**config.mk**
```make
export PLATFORM = sky130hd
export DESIGN_NAME = seg_tap_shreg
export DESIGN_NICKNAME = d
export VERILOG_FILES = /design/src/rtl/seg_tap_pkg.sv /design/src/rtl/seg_tap_segment.sv /design/src/rtl/seg_tap_route.sv /design/src/rtl/seg_tap_shreg.sv
export SDC_FILE = /design/constraint.sdc
export NUM_CORES = 1
export LEC_CHECK = 0
export BUFFER_PORTS_ARGS = -buffer_cell sky130_fd_sc_hd__clkbuf_2
export CAP_MARGIN = 10
export CORE_MARGIN = 4
export CORE_UTILIZATION = 50
export CTS_CLUSTER_SIZE = 25
export DETAILED_ROUTE_END_ITERATION = 12
export PLACE_DENSITY_LB_ADDON = 0.25
export SYNTH_ARGS = -nofsm -noshare
export SYNTH_HDL_FRONTEND = slang
export SYNTH_SLANG_ARGS = --single-unit
```
**constraint.sdc**
```tcl
create_clock -name clk -period 1.13 [get_ports clk]
set_input_delay 0.113 -clock clk [delete_from_list [all_inputs] [get_ports clk]]
set_output_delay 0.113 -clock clk [all_outputs]
set_load 0.01 [all_outputs]
```
**src/rtl/seg_tap_pkg.sv**
```systemverilog
package seg_tap_pkg;

    typedef enum logic {
        MODE_READ  = 1'b0,
        MODE_WRITE = 1'b1
    } tap_mode_e;

    function automatic tap_mode_e mode_of(input logic wr);
        return wr ? MODE_WRITE : MODE_READ;
    endfunction

endpackage

```
**src/rtl/seg_tap_segment.sv**
```systemverilog
module seg_tap_segment #(
    parameter int SEG_LEN = 16
) (
    input  logic clk,
    input  logic rst,
    input  logic head_in,
    output logic head_q,
    output logic tail_q
);

    localparam int LAST = SEG_LEN - 1;

    typedef struct packed {
        logic [SEG_LEN-1:0] stg;
    } seg_state_t;

    seg_state_t st_d, st_q;

    always_comb begin
        st_d = st_q;
        if (rst) begin
            st_d.stg = '0;
        end else begin
            st_d.stg = {st_q.stg[LAST-1:0], head_in};
        end
    end

    always_ff @(posedge clk) begin
        st_q <= st_d;
    end

    assign head_q = st_q.stg[0];
    assign tail_q = st_q.stg[LAST];

    AST_SEG_ENTRY: assert property (@(posedge clk) disable iff (rst)
        1'b1 |=> (head_q == $past(head_in)));

    AST_SEG_ADVANCE: assert property (@(posedge clk) disable iff (rst)
        1'b1 |=> (tail_q == $past(st_q.stg[LAST-1])));

    AST_SEG_CLEAR: assert property (@(posedge clk)
        rst |=> (st_q.stg == '0));

endmodule

```
**src/rtl/seg_tap_route.sv**
```systemverilog
module seg_tap_route
    import seg_tap_pkg::*;
#(
    parameter int NUM_SEG = 4
) (
    input  logic               wr_en,
    input  logic               ser_in,
    input  logic [NUM_SEG-2:0] tap_in,
    input  logic [NUM_SEG-1:0] tails,
    output logic [NUM_SEG-1:0] heads,
    output logic [NUM_SEG-1:0] tap_oe
);

    tap_mode_e mode;
    assign mode = mode_of(wr_en);

    assign heads[0]           = ser_in;
    assign tap_oe[NUM_SEG-1]  = 1'b1;

    for (genvar k = 1; k < NUM_SEG; k++) begin : g_link
        assign heads[k]    = (mode == MODE_WRITE) ? tap_in[k-1] : tails[k-1];
        assign tap_oe[k-1] = (mode == MODE_READ);
    end

endmodule

```
**src/rtl/seg_tap_shreg.sv**
```systemverilog
module seg_tap_shreg #(
    parameter int SEG_LEN = 16,
    parameter int NUM_SEG = 4
) (
    input  logic               clk,
    input  logic               rst,
    input  logic               ser_in,
    input  logic               wr_en,
    input  logic [NUM_SEG-2:0] tap_in,
    output logic [NUM_SEG-1:0] tap_out,
    output logic [NUM_SEG-1:0] tap_oe
);

    localparam int INNER = NUM_SEG - 1;

    logic [NUM_SEG-1:0] heads;
    logic [NUM_SEG-1:0] head_q;
    logic [NUM_SEG-1:0] tail_q;

    seg_tap_route #(.NUM_SEG(NUM_SEG)) route_i (
        .wr_en  (wr_en),
        .ser_in (ser_in),
        .tap_in (tap_in),
        .tails  (tail_q),
        .heads  (heads),
        .tap_oe (tap_oe)
    );

    for (genvar k = 0; k < NUM_SEG; k++) begin : g_seg
        seg_tap_segment #(.SEG_LEN(SEG_LEN)) seg_i (
            .clk     (clk),
            .rst     (rst),
            .head_in (heads[k]),
            .head_q  (head_q[k]),
            .tail_q  (tail_q[k])
        );
    end

    assign tap_out = tail_q;

    for (genvar k = 1; k < NUM_SEG; k++) begin : g_chk
        AST_TAP_INJECT: assert property (@(posedge clk) disable iff (rst)
            wr_en |=> (head_q[k] == $past(tap_in[k-1])));
        AST_CHAIN_LINK: assert property (@(posedge clk) disable iff (rst)
            !wr_en |=> (head_q[k] == $past(tail_q[k-1])));
    end

    AST_OE_WRITE: assert property (@(posedge clk) disable iff (rst)
        wr_en |-> (tap_oe[INNER] && (tap_oe[INNER-1:0] == '0)));

    AST_OE_READ: assert property (@(posedge clk) disable iff (rst)
        !wr_en |-> (&tap_oe));

    AST_SERIAL_ENTRY: assert property (@(posedge clk) disable iff (rst)
        1'b1 |=> (head_q[0] == $past(ser_in)));

endmodule

```
==> reports/metrics.yaml, run 1 <==
fin_util_pct: 59.5
yosysTopAreaCell: "dfxtp_1"
via_per_inst: 4.17
drt_iter0_drc: 25
largest_reg_flops: 64
clkTransAtPathRegs_ps: 60
min_to: "g_seg[3].seg_i.st_q[0]"
drc: 0
final_cell_mix: "dfxtp_1 (64), nor2b_1 (61), clkbuf_2 (13), clkbuf_8 (12)"
worstSetupEndpointType: "primary output"
grt_pass1_vias: 856
layout_min_cycle_time_ps: 907
diodes: 0
grt_pass1_wl_um: 3760
status: "finished clean"
portBuffers: 13
drv_cap: 0
cp_max_fo: 2
top_regs: "g_seg.seg_i.st_q x64"
setup_tns_ps: 0
whs_path_depth: 3
syn_area_per_cell_um2: 12.5
seq_area_um2: 1280
r2r_start: "g_seg[1].seg_i.st_q[15]"
ir_drop_uv: 1130
worstPathArrival_ps: 790
holdWs_ps: 33.7
synthAdderAreaFrac_pct: 0
synth-xor-area-share_pct: 0
drt_wl_total_um: 2230
final_common_cell: "dfxtp_1"
regMostFlops: "g_seg.seg_i.st_q"
ant_nets: 0
hp-class: "in -> reg"
via_count: 876
synth_nets: 154
hold_viol: 0
synth_top_family_by_area: "simple AND/OR/NAND/NOR gates"
stdcell_area_um2: 2050
timing.fmax_mhz: 1100
netlist_instances: 147
dp_hpwl_um: 1180
synth-simple-area-share_pct: 21.3
p_total_mw: 4.10
nets: 166
die_h_um: 68.7
seq_area_frac_synth_pct: 69.5
start_kind: "flop"
ys_warn_count: 0
areaGrowthSynthToFinish_pct: 11.1
dpl-instance-area_um2: 1850
drt_first_pass_iters: 3
avgRoutedWirePerCell_um: 10.6
cts_setup_buffers: 0
numCtsBuffers: 9
cts_tree: "built"
coreArea_um2: 3440
period_share_pct: 80.3
root_buffer: "clkbuf_8"
htreeDepth: 3
reg2reg_depth: 2
drive_gt1_share_pct: 17.7
row_count: 21
synth_cell_type_count: 8
grt_max_degree: 65
die_w_um: 68.7
rr_endpoint: "g_seg[2].seg_i.st_q[0]"
initial_utilization_pct: 53.5
muxShareOfSynthArea_pct: 1.63
antenna_found_initial: 0
die_area_um2: 4720
worstPathRequired_ps: 1020
powerDensity_nw_per_um2: 2000
cp_slowest_stage_delay_ps: 340
synthTopCellsByArea: "dfxtp_1 (70%), nor2b_1 (21%), buf_6 (4.3%)"
crit_family: "flip-flops"
yosys.area.top_type_share_pct: 69.5
regToRegSetupSlack_ps: 490
synth_area_um2: 1840
crit_path_top_delay_cell: "dfxtp_1"
hold_path.startpoint: "tap_in[2]"
clkLatencyLatePin_ps: 320
io_pins: 15
num-fill-cells: 258
clock_sinks: 64
crit_buf_inv: 1
synth_compound_area_share_pct: 0
maxSlewViolCount: 0
setup_viol: 0
multi_input_area_um2: 427
path_cells: "clkbuf_2"
p_leak_nw: 0.855
synth-seq-cells: 64
grt_usage_pct: 12.0
grt_setup_unrepaired: "false"
cts_buffer_depth: 2
gr-total-overflow: 0
finClkSkew_ps: 3.91
place.gp.congestion: 0.650
criticalPathCategory: "reg -> out"
[Yosys cell counts]
library cell,count
buf_4,7
mux2i_1,3
conb_1,1
nor2b_1,61
nor2_1,3
inv_1,1
dfxtp_1,64
buf_6,7
[worst max path at each step]
stage                       startpoint                      to  slack [ps]  cells past startpoint
6_report       g_seg[0].seg_i.st_q[15]              tap_out[0]         220                      1
5_1_grt        g_seg[2].seg_i.st_q[15]              tap_out[2]         180                      1
4_1_cts        g_seg[0].seg_i.st_q[15]              tap_out[0]         200                      1
3_5_place_dp                       rst  g_seg[2].seg_i.st_q[0]         410                      3
3_3_place_gp                       rst  g_seg[2].seg_i.st_q[0]         430                      3
2_1_floorplan  g_seg[0].seg_i.st_q[15]  g_seg[1].seg_i.st_q[0]         580                      2
[repair_timing]
| action | 4_1_cts | 5_1_grt |
|---|---|---|
| hold endpoints to repair | 1 | 0 |
| resized for setup | 0 | 0 |
| hold buffers | 1 | 0 |
[stage by stage]
step / instances / setup slack (ps)
global placement: 193 / 434
CTS: 210 / 201
floorplan: 147 / 580
global route: 210 / 180
detailed placement: 193 / 415
finish: 210 / 223
[cells by family after synthesis]
group                  count (synthesis)
buffers and inverters                 15
other                                  1
multiplexers                           3
flip-flops                            64
AND/OR/NAND/NOR                       64
[final cells by class]
| class | count | area share, % |
|---|---|---|
| inverters | 1 | 0.183 |
| well taps | 46 | 2.81 |
| repair buffers | 15 | 4.64 |
| multi-input cells | 68 | 20.8 |
| clock buffers | 13 | 8.25 |
| clock inverters | 3 | 0.733 |
| flip-flops and latches | 64 | 62.6 |
[worst min-delay path: stages]
cell and delay [ps]:
clkbuf_2 80, mux2i_1 60, nor2_1 80
[report_power, final]
group	total, mW	switching, mW	leakage, nW	internal [mW]
Sequential	2.28	0.00398	0.517	2.27
Combinational	0.0828	0.0500	0.239	0.0328
Clock	1.74	0.771	0.0992	0.965
Total	4.10	0.825	0.855	3.27
[routing by layer]
| metal | track usage, % | vias to the layer above | routed length, um |
|---|---|---|---|
| met2 | 16.8 | 20 | 954 |
| li1 | - | 454 | - |
| met4 | 8.03 | 0 | 43 |
| met5 | 0 | - | 0 |
| met1 | 12.8 | 396 | 1080 |
| met3 | 8.27 | 6 | 152 |
Note: power is estimated with default switching activity, not from simulation.
==> inputs of run 2 (changes only) <==
Settings changed: ABC_AREA set to 1.
Clock period 1.13 ns to 0.8 ns, I/O delays scaled along.
==> run 2 against run 1 <==
The flow now finishes with violations (negative setup slack). Critical path type unchanged. Sequential cell count did not move. Clock power up 69%. Sequential share of layout area is 5.0 points lower. Critical endpoint is now tap_out[2]. First-iteration DRC count rose to 2.8 times the previous value. Die area is 4.6% higher. Global-route usage up 0.29 points.
==> reports/metrics.yaml, run 2 <==
clkLatencyLatePin_ps: 330
die_h_um: 70.3
ir_drop_uv: 1990
drt_first_pass_iters: 2
worstPathArrival_ps: 770
cp_slowest_stage_delay_ps: 330
synth_area_um2: 1940
worstSetupEndpointType: "primary output"
coreArea_um2: 3720
whs_path_depth: 2
crit_path_top_delay_cell: "dfxtp_2"
synthAdderAreaFrac_pct: 0
cts_buffer_depth: 2
hold_viol: 0
top_regs: "g_seg.seg_i.st_q x64"
synth_edf_count: 0
reg2reg_depth: 3
fin_ws_ps: -47.2
avgRoutedWirePerCell_um: 8.33
crit_family: "flip-flops"
synth-seq-cells: 64
portBuffers: 13
status: "complete, but fails checks"
multi_input_area_um2: 278
areaGrowthSynthToFinish_pct: 15.2
numCtsBuffers: 9
violations: "negative setup slack"
grt_pass1_vias: 1049
min_to: "g_seg[0].seg_i.st_q[0]"
row_count: 22
antenna_found_initial: 0
timing.fmax_mhz: 1180
period_share_pct: 106
num-fill-cells: 323
worstPathRequired_ps: 720
hold_path.startpoint: "rst"
netlist_instances: 218
final_cell_mix: "nor2_1 (67), inv_1 (66), dfxtp_1 (60), clkbuf_8 (10), clkbuf_2 (9)"
r2r_start: "g_seg[2].seg_i.st_q[15]"
synth_nets: 225
clock_sinks: 64
grt_pass1_wl_um: 4460
regMostFlops: "g_seg.seg_i.st_q"
io_pins: 15
drv_cap: 0
finClkSkew_ps: 5.33
setup_viol: 4
synth_top_family_by_area: "buffers and inverters"
largest_reg_flops: 64
synth-simple-area-share_pct: 14.1
root_buffer: "clkbuf_8"
maxSlewViolCount: 0
stdcell_area_um2: 2230
grt_setup_unrepaired: "true"
cp_max_fo: 2
via_count: 1085
yosys.area.top_type_share_pct: 66.1
grt_usage_pct: 12.3
synth_compound_area_share_pct: 0
async_flop_share_pct: 0
synth_cell_type_count: 7
dp_hpwl_um: 1390
drt_iter0_drc: 69
initial_utilization_pct: 52.2
htreeDepth: 3
die_area_um2: 4940
p_leak_nw: 0.946
crit_buf_inv: 1
muxShareOfSynthArea_pct: 0
criticalPathCategory: "reg -> out"
synth_common_cells: "nor2_1 (67), inv_1 (66), dfxtp_1 (64), buf_4 (7), buf_6 (7)"
clkTransAtPathRegs_ps: 60
via_per_inst: 3.81
layout_min_cycle_time_ps: 847
synth-xor-area-share_pct: 0
ant_nets: 0
grt_max_degree: 38
hp-class: "in -> reg"
dpl-instance-area_um2: 1970
start_kind: "flop"
drive_gt1_share_pct: 13.9
die_w_um: 70.3
setup_tns_ps: -159
place.gp.congestion: 0.685
final_common_cell: "nor2_1"
syn_area_per_cell_um2: 8.89
cts_tree: "built"
dp_worst_setup_slack_ps: 137
powerDensity_nw_per_um2: 2830
yosysTopAreaCell: "dfxtp_1"
rr_endpoint: "g_seg[3].seg_i.st_q[0]"
gr-total-overflow: 0
diodes: 0
synth_ff_type: "dfxtp_1"
seq_area_um2: 1290
synthTopCellsByArea: "dfxtp_1 (66%), nor2_1 (13%), inv_1 (13%)"
path_cells: "buf_6"
nets: 239
drc: 0
drt_wl_total_um: 2380
ys_warn_count: 0
seq_area_frac_synth_pct: 66.1
regToRegSetupSlack_ps: 120
synth.most_common_cell: "nor2_1"
-- run 2: cell count changes in the layout (fill, tap and decap cells not counted), moves of 2 or more --
| cell | before | now |
|---|---|---|
| mux2i_1 | 3 | 0 |
| clkinv_2 | 3 | 1 |
| bufinv_16 | 0 | 2 |
| buf_6 | 0 | 4 |
| nor2b_1 | 61 | 0 |
| dfxtp_1 | 64 | 60 |
| inv_1 | 1 | 66 |
| nor2_1 | 3 | 67 |
| clkbuf_8 | 12 | 10 |
| clkbuf_1 | 1 | 3 |
| clkbuf_2 | 13 | 9 |
| nand2_1 | 0 | 6 |
| dfxtp_2 | 0 | 4 |
-- run 2: repair_timing --
| item | CTS | global route |
|---|---|---|
| endpoints found under the hold margin | 1 | 0 |
| resized for setup | 3 | 9 |
| setup buffers | 1 | 0 |
| hold buffers | 1 | 0 |
| gates cloned | 0 | 0 |
| setup endpoints to repair | 4 | 4 |
-- run 2: layer usage --
metal  share of wire (%)  up-vias  global-route usage, %
met3                 4.2        7                   7.77
met1                  49      462                   13.6
met2                  43       11                   17.2
met5                   0        -                      0
li1                    -      605                      -
met4                 3.2        0                   8.30
-- run 2: worst max-delay path by stage --
stage | from | endpoint | depth (start not counted)
final | g_seg[2].seg_i.st_q[15] | tap_out[2] | 1
after global routing | g_seg[1].seg_i.st_q[15] | tap_out[1] | 1
after CTS | g_seg[2].seg_i.st_q[15] | tap_out[2] | 1
after detailed placement | rst | g_seg[2].seg_i.st_q[8] | 3
after global placement | rst | g_seg[3].seg_i.st_q[15] | 3
after floorplan | g_seg[0].seg_i.st_q[15] | g_seg[1].seg_i.st_q[0] | 2
-- run 2: cells by family after synthesis --
group / after synthesis
buffers and inverters: 80
AND/OR/NAND/NOR: 73
flip-flops: 64
other: 1
-- run 2: through the flow --
stage	total power, mW	hold WS [ps]	util (%)	cells
6_report	6.31	27.8	60.1	285
4_1_cts	6.40	11.5	59.4	285
3_3_place_gp	3.44	284	53.1	267
5_1_grt	6.61	25.4	60.1	285
2_1_floorplan	3.42	187	-	218
3_5_place_dp	3.44	284	53.1	267
-- run 2: where the power goes --
part / switching [mW] / leakage [nW] / internal [mW] / total, mW
logic: 0.0879 / 0.319 / 0.0559 / 0.144
clock network: 1.11 / 0.108 / 1.84 / 2.94
registers: 0.00758 / 0.519 / 3.22 / 3.22
-- run 2: area by class of cell --
class,count,share of cell area (%)
clock buffer,13,6.67
clock inverter,3,2.91
inverter,66,11.1
multi-input combinational,74,12.4
sequential,64,57.6
tap,48,2.69
timing repair buffer,17,6.61
